### src/rtl/fpnan_pkg.sv
package fpnan_pkg;

    localparam int XLEN_DEF   = 64;
    localparam int CSR_W_DEF  = 32;

    localparam int CAUSE_LSB  = 12;
    localparam int CAUSE_MSB  = 17;
    localparam int INV_CAUSE  = 16;
    localparam int INV_FLAG   = 6;

    localparam int SGL_EXP_HI = 30;
    localparam int SGL_EXP_LO = 23;
    localparam int SGL_FR_HI  = 22;
    localparam int DBL_EXP_HI = 62;
    localparam int DBL_EXP_LO = 52;
    localparam int DBL_FR_HI  = 51;

    localparam logic [63:0] QNAN_SGL = 64'h0000_0000_7FBF_FFFF;
    localparam logic [63:0] QNAN_DBL = 64'h7FF7_FFFF_FFFF_FFFF;

    typedef enum logic [1:0] {
        FMT_SGL  = 2'b00,
        FMT_DBL  = 2'b01,
        FMT_RSV2 = 2'b10,
        FMT_RSV3 = 2'b11
    } fmt_e;

    typedef enum logic [2:0] {
        ST_IDLE,
        ST_SCREEN,
        ST_RESCHK,
        ST_WRITE,
        ST_FAULT,
        ST_BADW
    } st_e;

    typedef struct packed {
        logic is_nan;
        logic is_snan;
    } nan_cls_t;

endpackage

### src/rtl/fpnan_classify.sv
module fpnan_classify
    import fpnan_pkg::*;
#(
    parameter int XLEN = XLEN_DEF
) (
    input  logic [XLEN-1:0] val,
    input  logic            dbl,
    output nan_cls_t        cls
);

    logic exp_ones;
    logic frac_nz;
    logic frac_msb;
    logic unused_sign;

    assign unused_sign = val[XLEN-1];

    always_comb begin
        if (dbl) begin
            exp_ones = &val[DBL_EXP_HI:DBL_EXP_LO];
            frac_nz  = |val[DBL_FR_HI:0];
            frac_msb = val[DBL_FR_HI];
        end else begin
            exp_ones = &val[SGL_EXP_HI:SGL_EXP_LO];
            frac_nz  = |val[SGL_FR_HI:0];
            frac_msb = val[SGL_FR_HI];
        end
        cls.is_nan  = exp_ones & frac_nz;
        cls.is_snan = exp_ones & frac_nz & frac_msb;
    end

endmodule

### src/rtl/fpnan_pick.sv
module fpnan_pick
    import fpnan_pkg::*;
#(
    parameter int NUM_SRC = 2,
    parameter int XLEN    = XLEN_DEF
) (
    input  logic [NUM_SRC*XLEN-1:0] srcs,
    input  logic [NUM_SRC-1:0]      used,
    input  logic                    dbl,
    output logic                    any_nan,
    output logic [XLEN-1:0]         pick_val
);

    localparam int NARROW = 32;

    nan_cls_t        cls_v [NUM_SRC];
    logic [XLEN-1:0] qdef;

    assign qdef = dbl ? XLEN'(QNAN_DBL) : XLEN'(QNAN_SGL);

    for (genvar i = 0; i < NUM_SRC; i++) begin : g_cls
        fpnan_classify #(.XLEN(XLEN)) u_cls (
            .val (srcs[i*XLEN +: XLEN]),
            .dbl (dbl),
            .cls (cls_v[i])
        );
    end

    // Walk from the highest index down so the lowest NaN source wins.
    always_comb begin
        any_nan  = 1'b0;
        pick_val = '0;
        for (int i = NUM_SRC - 1; i >= 0; i--) begin
            if (used[i] && cls_v[i].is_nan) begin
                any_nan = 1'b1;
                if (cls_v[i].is_snan) begin
                    pick_val = qdef;
                end else if (dbl) begin
                    pick_val = srcs[i*XLEN +: XLEN];
                end else begin
                    pick_val = {{(XLEN-NARROW){1'b0}}, srcs[i*XLEN +: NARROW]};
                end
            end
        end
    end

endmodule

### src/rtl/fpnan_csr_edit.sv
module fpnan_csr_edit
    import fpnan_pkg::*;
#(
    parameter int CSR_W = CSR_W_DEF
) (
    input  logic [CSR_W-1:0] csr_new,
    input  logic [CSR_W-1:0] csr_cur,
    output logic [CSR_W-1:0] csr_cleared,
    output logic [CSR_W-1:0] csr_invalid
);

    logic [CSR_W-1:0] cause_mask;
    logic [CSR_W-1:0] inv_bits;

    always_comb begin
        cause_mask = '0;
        for (int b = CAUSE_LSB; b <= CAUSE_MSB; b++) begin
            cause_mask[b] = 1'b1;
        end
        inv_bits            = '0;
        inv_bits[INV_CAUSE] = 1'b1;
        inv_bits[INV_FLAG]  = 1'b1;
        csr_cleared = csr_new & ~cause_mask;
        csr_invalid = csr_cur | inv_bits;
    end

endmodule

### src/rtl/fpnan_wb_gate.sv
module fpnan_wb_gate
    import fpnan_pkg::*;
#(
    parameter int NUM_SRC = 2,
    parameter int XLEN    = XLEN_DEF,
    parameter int CSR_W   = CSR_W_DEF,
    parameter int CU_UNIT = 1
) (
    input  logic                    clk,
    input  logic                    rst_n,
    input  logic                    op_valid,
    output logic                    op_ready,
    input  logic [1:0]              op_fmt,
    input  logic [NUM_SRC-1:0]      src_used,
    input  logic [NUM_SRC*XLEN-1:0] src_ops,
    input  logic [XLEN-1:0]         op_result,
    input  logic                    fp_enable,
    input  logic [CSR_W-1:0]        fcsr_in,
    output logic [XLEN-1:0]         dst_value,
    output logic                    wb_en,
    output logic [CSR_W-1:0]        fcsr_out,
    output logic                    cu_fault,
    output logic [1:0]              cu_unit,
    output logic                    fmt_err
);

    localparam int NARROW = 32;

    st_e                     state;
    st_e                     nxt;
    fmt_e                    fmt_q;
    logic [NUM_SRC-1:0]      used_q;
    logic [NUM_SRC*XLEN-1:0] srcs_q;
    logic [XLEN-1:0]         res_q;
    logic [XLEN-1:0]         dst_q;
    logic [CSR_W-1:0]        fcsr_q;

    logic                    accept;
    logic                    dbl_q;
    logic                    src_nan;
    logic [XLEN-1:0]         src_pick;
    nan_cls_t                res_cls;
    logic [CSR_W-1:0]        csr_clr;
    logic [CSR_W-1:0]        csr_inv;
    logic [XLEN-1:0]         qdef_q;
    logic                    fmt_illegal;

    assign accept      = op_valid && op_ready;
    assign dbl_q       = (fmt_q == FMT_DBL);
    assign qdef_q      = dbl_q ? XLEN'(QNAN_DBL) : XLEN'(QNAN_SGL);
    assign fmt_illegal = (op_fmt != FMT_SGL) && (op_fmt != FMT_DBL);

    fpnan_pick #(.NUM_SRC(NUM_SRC), .XLEN(XLEN)) u_pick (
        .srcs     (srcs_q),
        .used     (used_q),
        .dbl      (dbl_q),
        .any_nan  (src_nan),
        .pick_val (src_pick)
    );

    fpnan_classify #(.XLEN(XLEN)) u_res_cls (
        .val (res_q),
        .dbl (dbl_q),
        .cls (res_cls)
    );

    fpnan_csr_edit #(.CSR_W(CSR_W)) u_csr (
        .csr_new     (fcsr_in),
        .csr_cur     (fcsr_q),
        .csr_cleared (csr_clr),
        .csr_invalid (csr_inv)
    );

    // State register
    always_ff @(posedge clk or negedge rst_n) begin
        if (!rst_n) begin
            state <= ST_IDLE;
        end else begin
            state <= nxt;
        end
    end

    // Transitions
    always_comb begin
        nxt = state;
        unique case (state)
            ST_IDLE: begin
                if (op_valid) begin
                    if (!fp_enable)       nxt = ST_FAULT;
                    else if (fmt_illegal) nxt = ST_BADW;
                    else                  nxt = ST_SCREEN;
                end
            end
            ST_SCREEN: nxt = src_nan ? ST_WRITE : ST_RESCHK;
            ST_RESCHK: nxt = ST_WRITE;
            ST_WRITE:  nxt = ST_IDLE;
            ST_FAULT:  nxt = ST_IDLE;
            ST_BADW:   nxt = ST_IDLE;
            default:   nxt = ST_IDLE;
        endcase
    end

    // Outputs decoded from state
    always_comb begin
        op_ready = (state == ST_IDLE);
        wb_en    = (state == ST_WRITE);
        cu_fault = (state == ST_FAULT);
        fmt_err  = (state == ST_BADW);
        cu_unit  = (state == ST_FAULT) ? 2'(CU_UNIT) : 2'd0;
    end

    // Operand capture and destination/FCSR datapath
    always_ff @(posedge clk or negedge rst_n) begin
        if (!rst_n) begin
            fmt_q  <= FMT_SGL;
            used_q <= '0;
            srcs_q <= '0;
            res_q  <= '0;
            dst_q  <= '0;
            fcsr_q <= '0;
        end else begin
            if (accept) begin
                fmt_q  <= fmt_e'(op_fmt);
                used_q <= src_used;
                srcs_q <= src_ops;
                res_q  <= op_result;
                fcsr_q <= csr_clr;
            end
            if (state == ST_SCREEN && src_nan) begin
                dst_q <= src_pick;
            end
            if (state == ST_RESCHK) begin
                if (res_cls.is_nan) begin
                    dst_q  <= qdef_q;
                    fcsr_q <= csr_inv;
                end else if (dbl_q) begin
                    dst_q <= res_q;
                end else begin
                    dst_q <= {{(XLEN-NARROW){1'b0}}, res_q[NARROW-1:0]};
                end
            end
        end
    end

    assign dst_value = dst_q;
    assign fcsr_out  = fcsr_q;

    AST_CAUSE_CLEARED: assert property (@(posedge clk) disable iff (!rst_n)
        accept |=> (fcsr_out[CAUSE_MSB:CAUSE_LSB] == '0));
    AST_HIGH_KEPT: assert property (@(posedge clk) disable iff (!rst_n)
        accept |=> (fcsr_out[CSR_W-1:CAUSE_MSB+1] == $past(fcsr_in[CSR_W-1:CAUSE_MSB+1])));
    AST_BUSY_NOT_READY: assert property (@(posedge clk) disable iff (!rst_n)
        accept |=> !op_ready);
    AST_INVALID_QNAN: assert property (@(posedge clk) disable iff (!rst_n)
        (wb_en && fcsr_out[INV_CAUSE]) |-> (dst_value == qdef_q));
    AST_FAULT_NO_WB: assert property (@(posedge clk) disable iff (!rst_n)
        cu_fault |-> (!wb_en && cu_unit == 2'(CU_UNIT)));
    AST_EVENT_EXCLUSIVE: assert property (@(posedge clk) disable iff (!rst_n)
        $onehot0({wb_en, cu_fault, fmt_err}));
    AST_WB_SINGLE: assert property (@(posedge clk) disable iff (!rst_n)
        wb_en |=> !wb_en);

endmodule

### config.mk
export PLATFORM = sky130hd
export DESIGN_NAME = fpnan_wb_gate
export DESIGN_NICKNAME = d
export VERILOG_FILES = /design/src/rtl/fpnan_pkg.sv /design/src/rtl/fpnan_classify.sv /design/src/rtl/fpnan_pick.sv /design/src/rtl/fpnan_csr_edit.sv /design/src/rtl/fpnan_wb_gate.sv
export SDC_FILE = /design/constraint.sdc
export NUM_CORES = 1
export LEC_CHECK = 0
export BUFFER_PORTS_ARGS = -buffer_cell sky130_fd_sc_hd__buf_2
export CAP_MARGIN = 20
export CORE_UTILIZATION = 45
export CTS_CLUSTER_DIAMETER = 60
export CTS_CLUSTER_SIZE = 25
export DETAILED_ROUTE_END_ITERATION = 10
export GPL_ROUTABILITY_DRIVEN = 0
export PLACE_DENSITY_LB_ADDON = 0.3
export SYNTH_ARGS = -nofsm -noshare
export SYNTH_HDL_FRONTEND = slang
export SYNTH_SLANG_ARGS = --single-unit
### constraint.sdc
create_clock -name clk -period 2.3 [get_ports clk]
set_input_delay 0.23 -clock clk [delete_from_list [all_inputs] [get_ports clk]]
set_output_delay 0.23 -clock clk [all_outputs]
set_load 0.03 [all_outputs]
==> results of run 1 <==
==> worst max-delay path by stage <==
stage / depth (start not counted) / slack [ns] / to / from
2_1_floorplan: 7 / 0.12 / res_q[56]$_DFFE_PN0P_ / state[0]$_DFFE_PN0P_
3_3_place_gp: 8 / -0.07 / dst_value[31]$_DFFE_PN0P_ / fmt_q[1]$_DFFE_PN0P_
3_5_place_dp: 10 / -0.12 / dst_value[33]$_DFFE_PN0P_ / srcs_q[110]$_DFFE_PN0P_
4_1_cts: 10 / 0.001 / dst_value[24]$_DFFE_PN0P_ / srcs_q[0]$_DFFE_PN0P_
5_1_grt: 10 / -0.12 / dst_value[24]$_DFFE_PN0P_ / srcs_q[110]$_DFFE_PN0P_
6_report: 10 / 0.01 / dst_value[24]$_DFFE_PN0P_ / srcs_q[110]$_DFFE_PN0P_
==> power breakdown <==
part / total, W / switching, W / leakage (nW) / internal, W
Sequential: 0.00978 / 0.00208 / 3.59 / 0.00769
Combinational: 0.0112 / 0.00600 / 4.59 / 0.00517
Clock: 0.00460 / 0.00228 / 0.449 / 0.00232
Total: 0.0256 / 0.0104 / 8.63 / 0.0152
==> registers in the layout (all words and copies together) (netlist names) <==
name	count
state	3
used_q	2
fcsr_out	32
srcs_q	128
res_q	64
fmt_q	2
dst_value	64
==> timing repair <==
item / CTS / global route
pin swaps: 4 / 16
setup endpoints to repair: 64 / 65
buffers inserted: 1 / 6
gates resized for setup: 15 / 21
cloned: 0 / 1
hold buffers: 225 / 0
endpoints found under the hold margin: 279 / 0
==> per-stage QoR <==
stage / setup TNS, ns / cells / util / worst slack, ns
2_1_floorplan: 0 / 1085 / - / 0.120
3_3_place_gp: -2.70 / 1789 / 0.548 / -0.0741
3_5_place_dp: -5.57 / 1789 / 0.548 / -0.124
4_1_cts: 0 / 2064 / 0.662 / 0.00145
5_1_grt: -3.25 / 2074 / 0.668 / -0.115
6_report: 0 / 2075 / 0.669 / 0.0101
==> layer usage <==
layer,GRT usage,routed length [um],vias to the layer above
li1,-,-,5125
met4,0.0992,1550,0
met1,0.361,17400,5582
met5,0,0,-
met3,0.0393,2400,102
met2,0.450,19600,427
==> worst max-delay path, delay by kind of cell (launching register included) <==
| kind | cells | cell delay (ns) |
|---|---|---|
| buffers and inverters | 3 | 0.53 |
| AND/OR/NAND/NOR | 3 | 0.55 |
| AO/OA/AOI/OAI | 4 | 0.67 |
| flip-flops | 1 | 0.42 |
==> layout make-up <==
type,instances,area share
repair buffers,634,0.251
inverters,4,0.000780
flip-flops and latches,295,0.384
clock inverters,21,0.0116
multi-input cells,705,0.292
diodes,4,0.000520
clock buffers,28,0.0358
well taps,384,0.0250
==> cell usage in the layout, fill, tap and decap left out, types with 6 or more instances in the layout <==
cell type	synthesis	routed
buf_2	34	325
dfrtp_1	295	295
dlygate4sd3_1	0	225
mux2_2	219	219
nor2_1	138	136
nand2_1	77	76
buf_4	5	57
o21ai_1	33	32
clkbuf_16	0	28
o221a_1	29	27
nor4_1	34	26
buf_12	0	23
o221a_2	20	20
o31ai_1	24	18
nand4_1	17	17
o21ai_0	15	15
o211ai_1	13	13
o31ai_2	7	12
nor3_1	11	9
nor2b_1	7	7
o211ai_2	7	7
inv_8	0	6
==> cells by family after synthesis <==
family                    after synthesis  synth area share
other                                   1          0.000284
xor gates and xnor gates                1          0.000662
DFF                                   295             0.558
AOI/OAI and AO/OA                     171             0.110
buffers and inverters                  85            0.0339
and+or+nand+nor                       312             0.110
muxes                                 220             0.187
==> impl_metrics.toml, run 1 <==
[status]
status = "completed"

[final_layout]
drive_gt1_frac = 0.448
design_area_um2 = 19200
register_area_um2 = 7380
fin_nets = 1899
multiInputGateArea_um2 = 5610
synthToLayoutAreaGrowth_pct = 45.5
num-fill-cells = 2106

[min_path]
hold_depth = 4
holdPathEnd = "state[0]$_DFFE_PN0P_"
min_from = "op_valid"
hp-class = "input pin to register"

[timing]
fin_hold_ws_ns = 0.0967
setup_viol = 0
fin_crit_ns = 2.29
post-route-period-util = 0.996
finalHoldViolations = 0
finalMaxSlewViolations = 0
slew_headroom = 0.649
rsz0062_at_grt = "yes"
fin_skew_ns = 0.0200
max_freq_mhz = 437
tightest_slew_ns = 0.527

[critical_path]
cp_slowest_stage_delay_ns = 0.42
critPathMostFrequentCell = "o31ai_4"
cp.required_ns = 2.74
crit_path_start_kind = "register"
reg2reg_from = "srcs_q[110]$_DFFE_PN0P_"
arrival_ns = 2.73
cp_cell_sequence = "nor4_4, buf_4, nand4_1, o31ai_4, a21boi_4, o31ai_4, buf_6, buf_12, nand2_1, o31ai_1"
rrSetupSlack_ns = 0.01
critPathCaptureType = "register"
crit_slowest_cell = "dfrtp_1"
r2r-end = "dst_value[24]$_DFFE_PN0P_"
r2r_cells = 10
critPathKind = "register to register"
critPathMaxFanout = 29

[clocking]
cts_buffers = 27
clk_path_buf_depth = 3
cts_sinks = 295
root_buffer = "clkbuf_16"
cts_tree = "done"
h-tree-depth = 1
clk_latency_ns = 0.55
path_clk_slew_ns = 0.08

[drt]
ant_nets = 0
drtPass1Iterations = 5
num_vias = 11236
drtIter0Drc = 679
drt-total-wl_mm = 41.0
drc_errors = 0
wl_per_cell_um = 19.8
drt-vias-per-instance = 5.41

[global_route]
grt_pass1_wl_mm = 64.5
grt_pass1_vias = 11764
antenna_found_initial = 3
grt_overflow = 0
grt_usage = 0.271
grt_max_degree = 68

[yosys]
ys_ff_latch = 295
yosysMostFrequentCell = "dfrtp_1"
netlist_top_cells_area = "dfrtp_1, mux2_2, nor2_1, o221a_1, nand2_1"
synth_edf_count = 0
syn_inst = 1085
synthDistinctLibCells = 55
async_flop_share = 1.00
synth_top_area_share = 0.558
yosysSeqAreaShare = 0.558
yosysTopAreaCell = "dfrtp_1"
synthFlopType = "dfrtp_1"
synthesis.nets = 1317
synthTopCellsByCount = "dfrtp_1, mux2_2, nor2_1"
syn_area_per_cell_um2 = 12.2
ys_warn_count = 0
synth.cell_area_um2 = 13200

[die]
core_um2 = 28800
die_y_um = 173
fp.dieArea_um2 = 30100
ios = 334
row_count = 62
die_w_um = 173
initial_core_util = 0.459

[flow_run]
drv_cap = 0

[power]
ir_drop_uv = 862
power_density_nw_per_um2 = 1330
p_leak_nw = 8.63
p_total_w = 0.0256

[placement]
io_buffers = 326
dp_hpwl_mm = 26.8
post_dp_cell_area_um2 = 15800
(Power assumes the default switching activity.)
==> run 2, diff against run 1 <==
Settings changed: MAX_ROUTING_LAYER set to met4.
==> run 2 against run 1 <==
  * Die area stayed put
  * Fmax is 0.15% higher
  * Sequential power hardly changed
  * Clock power hardly changed
  * Highest routed layer unchanged
==> impl_metrics.toml, run 2 (synthesis results as in run 1) <==
[status]
status = "completed"

[drt]
drtIter0Drc = 636
drt-vias-per-instance = 5.42
drc_errors = 0
ant_nets = 0
drt-total-wl_mm = 41.0
wl_per_cell_um = 19.8
num_vias = 11255
drtPass1Iterations = 5

[global_route]
antenna_found_initial = 3
grt_pass1_wl_mm = 64.4
grt_overflow = 0
grt_max_degree = 68
grt_pass1_vias = 11751
grt_usage = 0.279

[timing]
slew_headroom = 0.652
timing.final.ws_setup_ns = 0.0135
finalHoldViolations = 0
fin_crit_ns = 2.29
post-route-period-util = 0.994
fin_skew_ns = 0.0185
finalMaxSlewViolations = 0
rsz0062_at_grt = "yes"
max_freq_mhz = 437
setup_viol = 0
fin_hold_ws_ns = 0.0944
tightest_slew_ns = 0.522

[die]
core_um2 = 28800
die_w_um = 173
ios = 334
row_count = 62
initial_core_util = 0.459
fp.dieArea_um2 = 30100
die_y_um = 173

[critical_path]
crit_slowest_cell = "or4_4"
critPathMaxFanout = 24
critPathKind = "register to register"
cp_cell_sequence = "or4_4, nor3_4, a41oi_2, o32ai_2, nand2_2, buf_12, o211ai_1, o21ai_1"
cp.required_ns = 2.73
arrival_ns = 2.72
critPathCaptureType = "register"
crit_path_start_kind = "register"
cp_slowest_stage_delay_ns = 0.56

[clocking]
cts_buffers = 27
clk_path_buf_depth = 3
h-tree-depth = 1
path_clk_slew_ns = 0.08
cts_tree = "done"
cts_sinks = 295
clk_latency_ns = 0.55
root_buffer = "clkbuf_16"

[placement]
dp_slack_ns = -0.124
post_dp_cell_area_um2 = 15800
dp_hpwl_mm = 26.8
io_buffers = 326
dp.cells = 1789

[flow_run]
drv_cap = 0

[power]
power_density_nw_per_um2 = 1330
p_leak_nw = 8.63
ir_drop_uv = 863

[final_layout]
design_area_um2 = 19300
synthToLayoutAreaGrowth_pct = 45.6
drive_gt1_frac = 0.448
largest_reg_flops = 128
layout_commonest_cell = "buf_2"
fin_cells = 2076
regMostFlops = "srcs_q"
num-fill-cells = 2100
fin_nets = 1900
layout_common_cells = "buf_2, dfrtp_1, dlygate4sd3_1, mux2_2, nor2_1"

[min_path]
hp-class = "input pin to register"
==> run 2: cell count changes in the layout (fill, tap and decap cells not counted), sizes merged <==
cell  delta
buf      +1
==> run 2: area by class of cell <==
type,instances,area [um^2],area share
multi-input cells,705,5620,0.292
repair buffers,635,4840,0.251
clock buffers,28,689,0.0358
flip-flops and latches,295,7380,0.383
clock inverters,21,224,0.0116
diodes,4,10.0,0.000520
well taps,384,480,0.0249
inverters,4,15.0,0.000780
==> run 2: path summary, 6_finish.rpt <==
| kind | endpoint | cells after the start | slack, ns | from |
|---|---|---|---|---|
| max | dst_value[41]$_DFFE_PN0P_ | 8 | 0.01 | res_q[33]$_DFFE_PN0P_ |
| min | state[0]$_DFFE_PN0P_ | 4 | 0.09 | op_valid |
| max reg2reg | dst_value[41]$_DFFE_PN0P_ | 8 | 0.01 | res_q[33]$_DFFE_PN0P_ |
| min reg2reg | dst_value[30]$_DFFE_PN0P_ | 2 | 0.47 | dst_value[30]$_DFFE_PN0P_ |
| max in group asynchronous | fcsr_out[2]$_DFFE_PN0P_ | 3 | 1.32 | rst_n |
| min in group asynchronous | res_q[50]$_DFFE_PN0P_ | 2 | 0.21 | rst_n |
==> run 2: power breakdown <==
| group | internal (W) | switching (W) | leakage (nW) |
|---|---|---|---|
| Sequential | 0.00769 | 0.00209 | 3.59 |
| Clock | 0.00232 | 0.00228 | 0.449 |
| Combinational | 0.00518 | 0.00601 | 4.59 |
| Total | 0.0152 | 0.0104 | 8.63 |
==> run 2: stage by stage <==
| step | total power (W) | TNS, ns | util |
|---|---|---|---|
| 2_1_floorplan | 0.0164 | 0 | - |
| 3_3_place_gp | 0.0197 | -2.70 | 0.548 |
| 3_5_place_dp | 0.0201 | -5.57 | 0.548 |
| 4_1_cts | 0.0251 | 0 | 0.662 |
| 5_1_grt | 0.0269 | -3.17 | 0.669 |
| 6_report | 0.0256 | 0 | 0.669 |
==> run 2: per-layer routing <==
| metal | wire length (um) | GRT usage | vias up | part of all wire |
|---|---|---|---|---|
| li1 | - | - | 5129 | - |
| met1 | 17300 | 0.364 | 5566 | 0.42 |
| met2 | 19600 | 0.449 | 450 | 0.48 |
| met3 | 2540 | 0.0360 | 110 | 0.062 |
| met4 | 1620 | 0.0996 | 0 | 0.039 |
| met5 | 0 | - | - | 0 |
==> run 2: critical path, delay by kind of cell (launching register included) <==
family	cells	cell delay, ns
compound gates	4	0.72
buf+inv	1	0.19
flops	1	0.40
simple gates	3	0.85
==> run 2: repair_timing <==
| item | 4_1_cts | 5_1_grt |
|---|---|---|
| pin swaps | 4 | 14 |
| hold buffers | 225 | 0 |
| endpoints found under the hold margin | 279 | 0 |
| buffers inserted | 1 | 7 |
| cloned | 0 | 1 |
| setup endpoints to repair | 64 | 65 |
| resized for setup | 15 | 23 |
==> run 3, diff against run 2 <==
Settings changed: PLACE_DENSITY set to 0.69, PLACE_DENSITY_LB_ADDON 0.3 to unset.
==> run 3 against run 2 <==
  * The run now ends with negative setup slack left
  * Non-clock buffer count up 1
  * Setup slack worse by 0.068 ns
  * Register-to-register slack worse by 0.07 ns
  * Critical path type unchanged
==> impl_metrics.toml, run 3 (synthesis results as in run 1) <==
[clocking]
path_clk_slew_ns = 0.08
root_buffer = "clkbuf_16"
cts_buffers = 26
h-tree-depth = 1
cts_sinks = 295
clk_path_buf_depth = 3
cts_tree = "done"
clk_latency_ns = 0.57

[flow_run]
drv_cap = 0

[final_layout]
final_core_util = 0.675
num-fill-cells = 2061
regMostFlops = "srcs_q"
fin_cells = 2074
layout_commonest_cell = "buf_2"
synthToLayoutAreaGrowth_pct = 46.8
design_area_um2 = 19400
largest_reg_flops = 128
drive_gt1_frac = 0.461
fin_nets = 1900
layout_common_cells = "buf_2, dfrtp_1, dlygate4sd3_1, mux2_2, nor2_1"

[power]
p_leak_nw = 8.70
ir_drop_uv = 839
power_density_nw_per_um2 = 1350

[status]
status = "finished with violations"
violations = "negative setup slack"

[drt]
drtIter0Drc = 748
drt-vias-per-instance = 5.41
drtPass1Iterations = 6
drc_errors = 0
wl_per_cell_um = 20.1
num_vias = 11225
drt-total-wl_mm = 41.6
ant_nets = 0

[global_route]
met3_usage = 0.0393
grt_max_degree = 70
grt_pass1_vias = 11472
grt-busiest-layer = "met2"
grt_overflow = 0
grt_pass1_wl_mm = 63.2
antenna_found_initial = 3
met2_usage = 0.432
grt.met1_usage = 0.361
grt_usage = 0.275

[min_path]
hp-class = "input pin to register"
hold_depth = 4

[die]
row_count = 62
fp.dieArea_um2 = 30100
ios = 334
initial_core_util = 0.459
die_y_um = 173
die_w_um = 173
core_um2 = 28800

[critical_path]
crit_path_start_kind = "register"
cp_slowest_stage_delay_ns = 0.42
path_buf_inv = 3
path_depth = 10
cp.required_ns = 2.75
critPathTopFamily = "compound AO/OA/AOI/OAI gates"
arrival_ns = 2.81
crit_slowest_cell = "dfrtp_1"
critPathCaptureType = "register"
critPathMaxFanout = 12
r2r_cells = 10
critPathKind = "register to register"
critPathMostFrequentCell = "o31ai_2"
cp_cell_sequence = "nor4_4, buf_4, nand4_1, o31ai_2, a21boi_4, o31ai_4, buf_6, buf_12, nand2_1, o31ai_2"

[placement]
dp_hpwl_mm = 26.2
dp.cells = 1779
post_dp_cell_area_um2 = 15700
io_buffers = 326

[timing]
max_freq_mhz = 425
finalHoldViolations = 0
tightest_slew_ns = 0.504
fin_setup_tns_ns = -1.31
fin_skew_ns = 0.0292
fin_crit_ns = 2.35
slew_headroom = 0.664
finalMaxSlewViolations = 0
timing.final.ws_setup_ns = -0.0546
setup_viol = 42
post-route-period-util = 1.02
rsz0062_at_grt = "yes"
-- run 3: cell types whose count changed in the layout (fill, tap and decap cells not counted), moves of 4 or more --
cell       before  now
nand2_1        77   59
nand2_2         1   16
o21ai_1        32   24
o21ai_2         1    9
clkbuf_16      28   34
buf_12         23   19
inv_8           6    2
-- run 3: final timing paths --
kind | slack, ns | end | startpoint
worst max-delay path | -0.05 | dst_value[16]$_DFFE_PN0P_ | srcs_q[111]$_DFFE_PN0P_
worst min-delay path | 0.08 | state[0]$_DFFE_PN0P_ | op_valid
worst max register to register | -0.05 | dst_value[16]$_DFFE_PN0P_ | srcs_q[111]$_DFFE_PN0P_
worst min register to register | 0.48 | dst_value[21]$_DFFE_PN0P_ | dst_value[21]$_DFFE_PN0P_
max in group asynchronous | 1.37 | dst_value[60]$_DFFE_PN0P_ | rst_n
min in group asynchronous | 0.20 | srcs_q[17]$_DFFE_PN0P_ | rst_n
-- run 3: power by group --
group	switching, W	internal, W	total, W
registers	0.00212	0.00769	0.00981
clock network	0.00235	0.00243	0.00478
logic	0.00615	0.00544	0.0116
-- run 3: timing repair --
| action | CTS | global route |
|---|---|---|
| endpoints found under the setup margin | 64 | 64 |
| hold buffers | 225 | 0 |
| pin swaps | 1 | 17 |
| hold endpoints to repair | 275 | 0 |
| gates resized for setup | 11 | 54 |
| setup buffers | 3 | 9 |
| cloned | 0 | 8 |
-- run 3: routing by layer --
| layer | wire [um] | share of wire | vias to the layer above |
|---|---|---|---|
| li1 | - | - | 5111 |
| met1 | 17600 | 0.42 | 5543 |
| met2 | 19800 | 0.48 | 474 |
| met3 | 2560 | 0.062 | 97 |
| met4 | 1680 | 0.040 | 0 |
| met5 | 0 | 0 | - |
-- run 3: layout make-up --
cell class | instances | area [um^2] | share of cell area
well taps | 384 | 480 | 0.0247
inverters | 4 | 15.0 | 0.000773
multi-input cells | 705 | 5670 | 0.292
diodes | 3 | 7.51 | 0.000387
flip-flops and latches | 295 | 7380 | 0.380
clock inverters | 20 | 273 | 0.0141
clock buffers | 27 | 676 | 0.0348
repair buffers | 636 | 4910 | 0.253
-- run 3: tightest hold or removal path: stages --
cell	delay (ns)
buf_2	0.10
a21oi_1	0.11
or2_2	0.11
a21oi_1	0.05
-- run 3: stage by stage --
| step | power [W] | setup WS, ns | hold slack [ns] |
|---|---|---|---|
| final | 0.0262 | -0.0546 | 0.0759 |
| after global routing | 0.0275 | -0.127 | 0.0826 |
| after CTS | 0.0252 | -0.0209 | 0.0573 |
| after detailed placement | 0.0200 | -0.162 | 0.198 |
| after global placement | 0.0197 | -0.101 | 0.199 |
| after floorplan | 0.0164 | 0.120 | -0.0656 |
